### src/rtl/mrd_pkg.sv
package mrd_pkg;

  localparam int NUM_RATIOS = 7;
  localparam int CODE_W     = 3;

  typedef enum logic [1:0] {
    SPD_NORMAL = 2'd0,
    SPD_DOUBLE = 2'd1,
    SPD_QUAD   = 2'd2
  } speed_t;

  // Nominal master clocks per frame for each ratio code (1..7).
  function automatic int nominal_ratio(input int idx);
    case (idx)
      1:       return 128;
      2:       return 192;
      3:       return 256;
      4:       return 384;
      5:       return 512;
      6:       return 768;
      7:       return 1152;
      default: return 0;
    endcase
  endfunction

  function automatic speed_t speed_of(input logic [CODE_W-1:0] code);
    if (code == 3'd1 || code == 3'd2)      return SPD_QUAD;
    else if (code == 3'd3 || code == 3'd4) return SPD_DOUBLE;
    else                                   return SPD_NORMAL;
  endfunction

endpackage

### src/rtl/mrd_edge_sync.sv
module mrd_edge_sync #(
  parameter int STAGES = 2
) (
  input  logic clk,
  input  logic rst_n,
  input  logic async_in,
  output logic rise_o
);
  localparam int DEPTH = STAGES + 1;

  logic [DEPTH-1:0] sh_q;
  logic [DEPTH-1:0] sh_d;

  always_comb begin
    sh_d = {sh_q[DEPTH-2:0], async_in};
  end

  always_ff @(posedge clk or negedge rst_n) begin
    if (!rst_n) sh_q <= '0;
    else        sh_q <= sh_d;
  end

  // Rising edge seen between the last synchronized stage and its delayed copy.
  assign rise_o = sh_q[DEPTH-2] & ~sh_q[DEPTH-1];
endmodule

### src/rtl/mrd_period_counter.sv
module mrd_period_counter #(
  parameter int CNT_W = 11
) (
  input  logic             clk,
  input  logic             rst_n,
  input  logic             tick,
  output logic             meas_valid,
  output logic [CNT_W-1:0] meas_count
);
  localparam logic [CNT_W-1:0] CNT_MAX = '1;

  logic [CNT_W-1:0] cnt_q, cnt_d;
  logic             seen_q, seen_d;

  always_comb begin
    cnt_d  = cnt_q;
    seen_d = seen_q;
    if (tick) begin
      cnt_d  = '0;
      seen_d = 1'b1;
    end else if (cnt_q != CNT_MAX) begin
      cnt_d = cnt_q + 1'b1;
    end
  end

  always_ff @(posedge clk or negedge rst_n) begin
    if (!rst_n) begin
      cnt_q  <= '0;
      seen_q <= 1'b0;
    end else begin
      cnt_q  <= cnt_d;
      seen_q <= seen_d;
    end
  end

  // Cycles since previous edge, inclusive of this one; saturates at CNT_MAX.
  assign meas_count = (cnt_q == CNT_MAX) ? CNT_MAX : cnt_q + 1'b1;
  assign meas_valid = tick & seen_q;
endmodule

### src/rtl/mrd_classify.sv
module mrd_classify
  import mrd_pkg::*;
#(
  parameter int CNT_W = 11,
  parameter int TOL   = 2
) (
  input  logic [CNT_W-1:0]  count,
  input  logic              auto_sel,
  output logic [CODE_W-1:0] code
);
  always_comb begin
    code = '0;
    for (int i = 1; i <= NUM_RATIOS; i++) begin
      int diff;
      diff = int'(count) - nominal_ratio(i);
      if (diff <= TOL && diff >= -TOL && (auto_sel || i >= 3))
        code = CODE_W'(i);
    end
  end
endmodule

### src/rtl/mclk_ratio_detect.sv
module mclk_ratio_detect
  import mrd_pkg::*;
#(
  parameter int CNT_W       = 11,
  parameter int TOL         = 2,
  parameter int SYNC_STAGES = 2
) (
  input  logic       mclk,
  input  logic       rst_n,
  input  logic       frame_clk,
  input  logic       auto_sel,
  output logic [2:0] ratio_code,
  output logic [1:0] speed_mode,
  output logic       locked,
  output logic       pwr_down
);
  // Reset: asserted asynchronously, released on the clock.
  logic [1:0] rst_sync_q;
  always_ff @(posedge mclk or negedge rst_n) begin
    if (!rst_n) rst_sync_q <= 2'b00;
    else        rst_sync_q <= {rst_sync_q[0], 1'b1};
  end
  logic rst_int_n;
  assign rst_int_n = rst_sync_q[1];

  logic              rise;
  logic              meas_valid;
  logic [CNT_W-1:0]  meas_count;
  logic [CODE_W-1:0] code;

  mrd_edge_sync #(.STAGES(SYNC_STAGES)) u_sync (
    .clk(mclk), .rst_n(rst_int_n), .async_in(frame_clk), .rise_o(rise)
  );

  mrd_period_counter #(.CNT_W(CNT_W)) u_cnt (
    .clk(mclk), .rst_n(rst_int_n), .tick(rise),
    .meas_valid(meas_valid), .meas_count(meas_count)
  );

  mrd_classify #(.CNT_W(CNT_W), .TOL(TOL)) u_cls (
    .count(meas_count), .auto_sel(auto_sel), .code(code)
  );

  // Lock filter state.
  logic [CODE_W-1:0] cand_q, cand_d, lcode_q, lcode_d;
  logic [1:0]        good_q, good_d, bad_q, bad_d;
  logic              lock_q, lock_d, pd_q, pd_d;

  always_comb begin
    cand_d  = cand_q;
    good_d  = good_q;
    bad_d   = bad_q;
    lock_d  = lock_q;
    lcode_d = lcode_q;
    pd_d    = pd_q;
    if (rise) pd_d = 1'b0;
    if (meas_valid) begin
      cand_d = code;
      if (code == '0)          good_d = 2'd0;
      else if (code == cand_q) good_d = (good_q == 2'd2) ? 2'd2 : good_q + 2'd1;
      else                     good_d = 2'd1;
      if (lock_q) begin
        if (code == lcode_q) begin
          bad_d = 2'd0;
        end else if (bad_q == 2'd1) begin
          lock_d  = 1'b0;
          lcode_d = '0;
          bad_d   = 2'd0;
        end else begin
          bad_d = 2'd1;
        end
      end else if (good_d == 2'd2) begin
        lock_d  = 1'b1;
        lcode_d = code;
        bad_d   = 2'd0;
      end
    end
  end

  always_ff @(posedge mclk or negedge rst_int_n) begin
    if (!rst_int_n) begin
      cand_q  <= '0;
      good_q  <= 2'd0;
      bad_q   <= 2'd0;
      lock_q  <= 1'b0;
      lcode_q <= '0;
      pd_q    <= 1'b1;
    end else begin
      cand_q  <= cand_d;
      good_q  <= good_d;
      bad_q   <= bad_d;
      lock_q  <= lock_d;
      lcode_q <= lcode_d;
      pd_q    <= pd_d;
    end
  end

  assign ratio_code = lcode_q;
  assign locked     = lock_q;
  assign pwr_down   = pd_q;
  assign speed_mode = (lock_q && auto_sel) ? speed_of(lcode_q) : SPD_NORMAL;
endmodule

### config.mk
export PLATFORM = sky130hd
export DESIGN_NAME = mclk_ratio_detect
export DESIGN_NICKNAME = d
export VERILOG_FILES = /design/src/rtl/mrd_pkg.sv /design/src/rtl/mrd_edge_sync.sv /design/src/rtl/mrd_period_counter.sv /design/src/rtl/mrd_classify.sv /design/src/rtl/mclk_ratio_detect.sv
export SDC_FILE = /design/constraint.sdc
export NUM_CORES = 1
export LEC_CHECK = 0
export ABC_AREA = 1
export BUFFER_PORTS_ARGS = -buffer_cell sky130_fd_sc_hd__buf_2
export CELL_PAD_IN_SITES_DETAIL_PLACEMENT = 1
export CELL_PAD_IN_SITES_GLOBAL_PLACEMENT = 1
export CORE_UTILIZATION = 49
export CTS_CLUSTER_SIZE = 40
export DETAILED_ROUTE_END_ITERATION = 8
export HOLD_SLACK_MARGIN = 0.05
export PLACE_DENSITY = 0.83
export SETUP_SLACK_MARGIN = 0.2
export SLEW_MARGIN = 20
export SYNTH_ARGS = -nofsm -noshare
export SYNTH_HDL_FRONTEND = slang
export SYNTH_SLANG_ARGS = --single-unit
### constraint.sdc
create_clock -name mclk -period 2.7 [get_ports mclk]
set_clock_uncertainty 0.1 [all_clocks]
set_input_delay 0.27 -clock mclk [delete_from_list [all_inputs] [get_ports mclk]]
set_output_delay 0.27 -clock mclk [all_outputs]
set_load 0.005 [all_outputs]
==> results of run 1 <==
-- logic make-up after synthesis --
kind of cell / Yosys count
AND/OR/NAND/NOR: 250
buffers and inverters: 54
flip-flops: 28
AO/OA/AOI/OAI: 26
adder cells (fa/ha/maj): 21
XOR/XNOR: 6
other: 1
-- metrics by stage --
stage / util [%] / hold WS [ns]
after floorplan: - / -0.1256
after global placement: 63.01 / -0.04384
after detailed placement: 63.01 / -0.04317
==> results by group, run 1 <==
Clock network
  – Gates resized, CTS repair: 98
  – Root Driver: clkbuf_8
  – H-tree depth: 1
  – CTS Buf Count: 3
  – Post-CTS Setup Repair Bufs: 24
  – CTS max path bufs: 2
  – Post-CTS Hold Buffers: 2
  – TritonCTS Sinks: 28

Status
  – Stop err: [ERROR DPL-0033] detailed placement checks failed during check placement.
  – Halt point of the flow: clock tree synthesis (4_1_cts)
  – Status: did not finish

Yosys
  – Post-synth EDFFs: 0
  – Synth top area cells: dfrtp_1, nand2_1, ha_1, nand3_1, inv_1
  – Largest family of logic cells by synthesized area: simple AND/OR/NAND/NOR gates
  – Post-synthesis mux area share: 0%
  – Sequential element share of the synthesized area: 26.92%
  – Adder-cell share of the synthesized area: 10.08%
  – Largest area contributor in the netlist: dfrtp_1
  – Number of synthesized register bits: 28
  – Post-synthesis compound-gate area fraction: 5.662%
  – Synth Area in XOR/XNOR: 2.015%
  – Yosys cell types: 35
  – Syn_area_per_cell: 6.755 µm²
  – Simple-gate share of the synthesized area: 46.98%
  – Syn. warnings: 0
  – Mapped Cells: 386
  – Post-synth top flop: dfrtp_1
  – Post-synth net total: 411
  – Synth cell count leaders: nand2_1, inv_1, nand3_1
  – Post-synthesis instance area: 0.002608 mm²
  – Top cell type's share of synthesized area: 25.91%
  – Fraction of registers with async set/reset: 100.0%
  – Top-count cell post-synth: nand2_1

Placement
  – Pre-CTS setup slack: -0.9133 ns
  – Placer Congestion: 0.9580
  – Post-Place Cell Area: 0.003218 mm²
  – Port-buffer cells: 10
  – Placed Cells incl. Taps: 524
  – Detailed Place HPWL: 8.089 mm

Floorplanning
  – Io pins: 11
  – Die X: 74.95 µm
  – Row cnt: 26
  – Die Height: 74.95 µm
  – Initial core utilization: 51.05%
==> run 2, diff against run 1 <==
--- a/config.mk
+++ b/config.mk
@@ -7,14 +7,9 @@
 export LEC_CHECK = 0
 export ABC_AREA = 1
 export BUFFER_PORTS_ARGS = -buffer_cell sky130_fd_sc_hd__buf_2
-export CELL_PAD_IN_SITES_DETAIL_PLACEMENT = 1
-export CELL_PAD_IN_SITES_GLOBAL_PLACEMENT = 1
-export CORE_UTILIZATION = 49
-export CTS_CLUSTER_SIZE = 40
+export CORE_UTILIZATION = 35
 export DETAILED_ROUTE_END_ITERATION = 8
-export HOLD_SLACK_MARGIN = 0.05
-export PLACE_DENSITY = 0.83
-export SETUP_SLACK_MARGIN = 0.2
+export PLACE_DENSITY_LB_ADDON = 0.15
 export SLEW_MARGIN = 20
 export SYNTH_ARGS = -nofsm -noshare
 export SYNTH_HDL_FRONTEND = slang
==> results by group, run 2 <==
Global routing
  – Met3 Use GR: 1.399%
  – Total track usage: 19.55%
  – GRT overflow: 0
  – First-pass GRT wire length: 11.83 mm
  – Initial antenna violation count: 0
  – Met1 Resource Use GR: 26.54%
  – Global routing's busiest layer: met2
  – Number of global-route vias before repair: 2,596
  – Largest net degree at the start of global routing: 27
  – Met2 Use GR: 33.64%

Worst setup path
  – Largest stage delay, worst path: 0.41 ns
  – Critical Path Start Type: register
  – Data arrival, critical path: 3.38 ns
  – R2R cell count: 24
  – Worst R2R Setup Slack: -0.56 ns
  – Worst EP required: 2.82 ns
  – Critical-path cell list: ha_4 > nand2_2 > nor2_4 > nand3_4 > nand2_4 > inv_4 > buf_4 > buf_4 > ha_2 > nand2_1 > o21ai_1 > a21oi_2 > nor2_4 > nor2_4 > nand2_2 > nand2_1 > nand3_2 > nor2_2 > nand2_2 > nor2_4 > nand4_1 > nor2_2 > nand2_1 > nand2_1
  – CP delay by family, top: simple AND/OR/NAND/NOR gates
  – Crit Path Class: reg -> reg
  – CP Buf/Inv Count: 3
  – Slowest CP cell: dfrtp_1
  – Launch point of the worst reg-to-reg path: u_cnt.cnt_q[1]
  – Critical R2R Capture: ratio_code[2]
  – CP Max Fanout: 6
  – Crit. End Element: register

Floorplanning
  – Placeable Area: 0.007214 mm²
  – Die X: 88.32 µm (+18%)
  – Die Height: 88.32 µm (+18%)
  – Io pins: 11 (unchanged)
  – Die area: 0.007800 mm²
  – Row cnt: 31 (+19%)
  – Initial core utilization: 36.14% (-15 points)

Yosys
  – Post-synth top flop: dfrtp_1
  – Synth cell count leaders: nand2_1, inv_1, nand3_1
  – Top-count cell post-synth: nand2_1
  – Post-synthesis instance area: 0.002608 mm² (unchanged)
  – Synth top area cells: dfrtp_1, nand2_1, ha_1, nand3_1, inv_1
  – Syn. warnings: 0 (unchanged)
  – Yosys cell types: 35 (unchanged)
  – Largest area contributor in the netlist: dfrtp_1
  – Mapped Cells: 386 (unchanged)
  – Post-synth EDFFs: 0 (unchanged)
  – Top cell type's share of synthesized area: 25.91% (unchanged)
  – Fraction of registers with async set/reset: 100.0% (unchanged)
  – Number of synthesized register bits: 28 (unchanged)
  – Post-synth net total: 411 (unchanged)
  – Sequential element share of the synthesized area: 26.92% (unchanged)
  – Syn_area_per_cell: 6.755 µm² (unchanged)

Routing
  – DRT Pass-1 Iters: 4
  – DR vias/cell: 4.733
  – WL/cell: 12.41 µm
  – DRC: 0
  – Routed via count: 2,726
  – DRT Wirelength: 7.150 mm
  – ANT nets after route: 0
  – Initial DRC count: 83

Clock network
  – Clock-pin slew on the worst setup and hold paths: 0.10 ns
  – Root Driver: clkbuf_8
  – Clk Latency, worst-skew pair: 0.27 ns
  – CTS max path bufs: 2 (unchanged)
  – TritonCTS Sinks: 28 (unchanged)
  – H-tree depth: 1 (unchanged)
  – CTS Buf Count: 3 (unchanged)
  – TritonCTS clock tree: built

Job
  – Max_cap viols: 0

Status
  – Status: finished, violations left
  – Failing checks: negative setup slack

Layout
  – Largest Register: u_cnt.cnt_q
  – Share of cells above drive strength 1: 39.20%
  – Area Growth Syn to Fin: 41.65%
  – Leading cell types in the layout, fill and taps excluded: nand2_1, buf_4, inv_1, nor2_1, nand3_1
  – Largest register FFs: 11
  – Ant diodes: 0
  – Layout Nets: 503
  – Most common cell after layout, fill and taps aside: nand2_1

Placement
  – Placer Congestion: 0.8783 (-8.3%)
  – Detailed Place HPWL: 5.636 mm (-30%)
  – Port-buffer cells: 10 (unchanged)

Timing
  – Tcrit/Tclk final: 120.6%
  – Fin. Hold Viols: 0
  – Max Fclk: 0.3072 GHz
  – Final setup violating endpoints: 9
  – Slew Limit Fails: 0
  – Hold_ws: 0.1376 ns
  – Fin worst setup slack: -0.5551 ns
  – Final Critical Period: 3.255 ns
  – Unrepaired setup endpoints after global routing: yes

Power
  – Maximum VDD drop: 0.3568 mV
  – Leakage: 1.974 nW
  – Total Power: 0.001224 W
  – Power per cell area: 331.3 mW/mm²

Hold path
  – Worst min path class: reg -> async
-- run 2: where the power goes --
part           total (W)  internal [W]  switching [W]  leakage [nW]
sequential      0.000484      0.000445      0.0000386         0.359
combinational   0.000407      0.000186       0.000221          1.58
clock           0.000333      0.000199       0.000134        0.0357
total            0.00122      0.000830       0.000394          1.97
-- run 2: layout make-up --
class	instances	area [µm²]
flip-flops and latches	28	703.2
repair buffers	90	670.6
fillers	741	3521
clock inverters	1	30.03
inverters	51	196.4
clock buffers	3	41.29
multi-input cells	304	1928
well taps	99	123.9
-- run 2: how the worst max path moves through the flow --
stage | end | start | depth (start not counted)
4_1_cts | ratio_code[2] | u_cnt.cnt_q[1] | 30
3_3_place_gp | ratio_code[1] | u_cnt.cnt_q[0] | 29
5_1_grt | ratio_code[2] | u_cnt.cnt_q[1] | 29
2_1_floorplan | ratio_code[0] | u_cnt.cnt_q[1] | 30
3_5_place_dp | ratio_code[2] | u_cnt.cnt_q[0] | 31
6_report | ratio_code[2] | u_cnt.cnt_q[1] | 24
-- run 2: metrics by stage --
stage	instance area, µm²	TNS (ns)	worst slack [ns]	util (%)	cells
2_1_floorplan	2645	-2.397	-0.4070	-	386
3_3_place_gp	3292	-3.685	-0.5500	45.63	558
3_5_place_dp	3292	-4.450	-0.6748	45.63	558
4_1_cts	3598	-3.617	-0.5507	49.88	573
5_1_grt	3694	-6.058	-0.8506	51.20	576
6_report	3694	-3.624	-0.5551	51.20	576
-- run 2: repair_timing --
| item | CTS | global route |
|---|---|---|
| setup endpoints to repair | 10 | 10 |
| pin swaps | 18 | 23 |
| buffers inserted | 9 | 3 |
| resized for setup | 39 | 20 |
| hold buffers | 2 | 0 |
| hold endpoints to repair | 3 | 0 |
-- run 2: worst register-to-register path: stages (launching register included) --
cell and delay (ns):
dfrtp_1 0.41, ha_4 0.18, nand2_2 0.06, nor2_4 0.15, nand3_4 0.15, nand2_4 0.14
inv_4 0.06, buf_4 0.12, buf_4 0.14, ha_2 0.18, nand2_1 0.06, o21ai_1 0.07
a21oi_2 0.18, nor2_4 0.06, nor2_4 0.16, nand2_2 0.10, nand2_1 0.08, nand3_2 0.07
nor2_2 0.12, nand2_2 0.07, nor2_4 0.12, nand4_1 0.14, nor2_2 0.16, nand2_1 0.07
nand2_1 0.06
-- run 2: metal layers --
| layer | share of wire (%) | wire length [µm] |
|---|---|---|
| met4 | 1.7 | 119 |
| met3 | 2.5 | 181 |
| met1 | 48 | 3464 |
| met5 | 0 | 0 |
| met2 | 47 | 3384 |
-- run 2: kinds of logic (layout without fill, tap and decap cells) --
group	Yosys count	count (layout)	share of synthesized area, %
xor+xnor	6	6	2.015
flops	28	28	26.92
fa+ha+maj	21	21	10.08
simple gates	250	250	46.98
buf+inv	54	145	8.205
other cells	1	1	0.1438
compound gates	26	26	5.663
(Power assumes the default switching activity.)
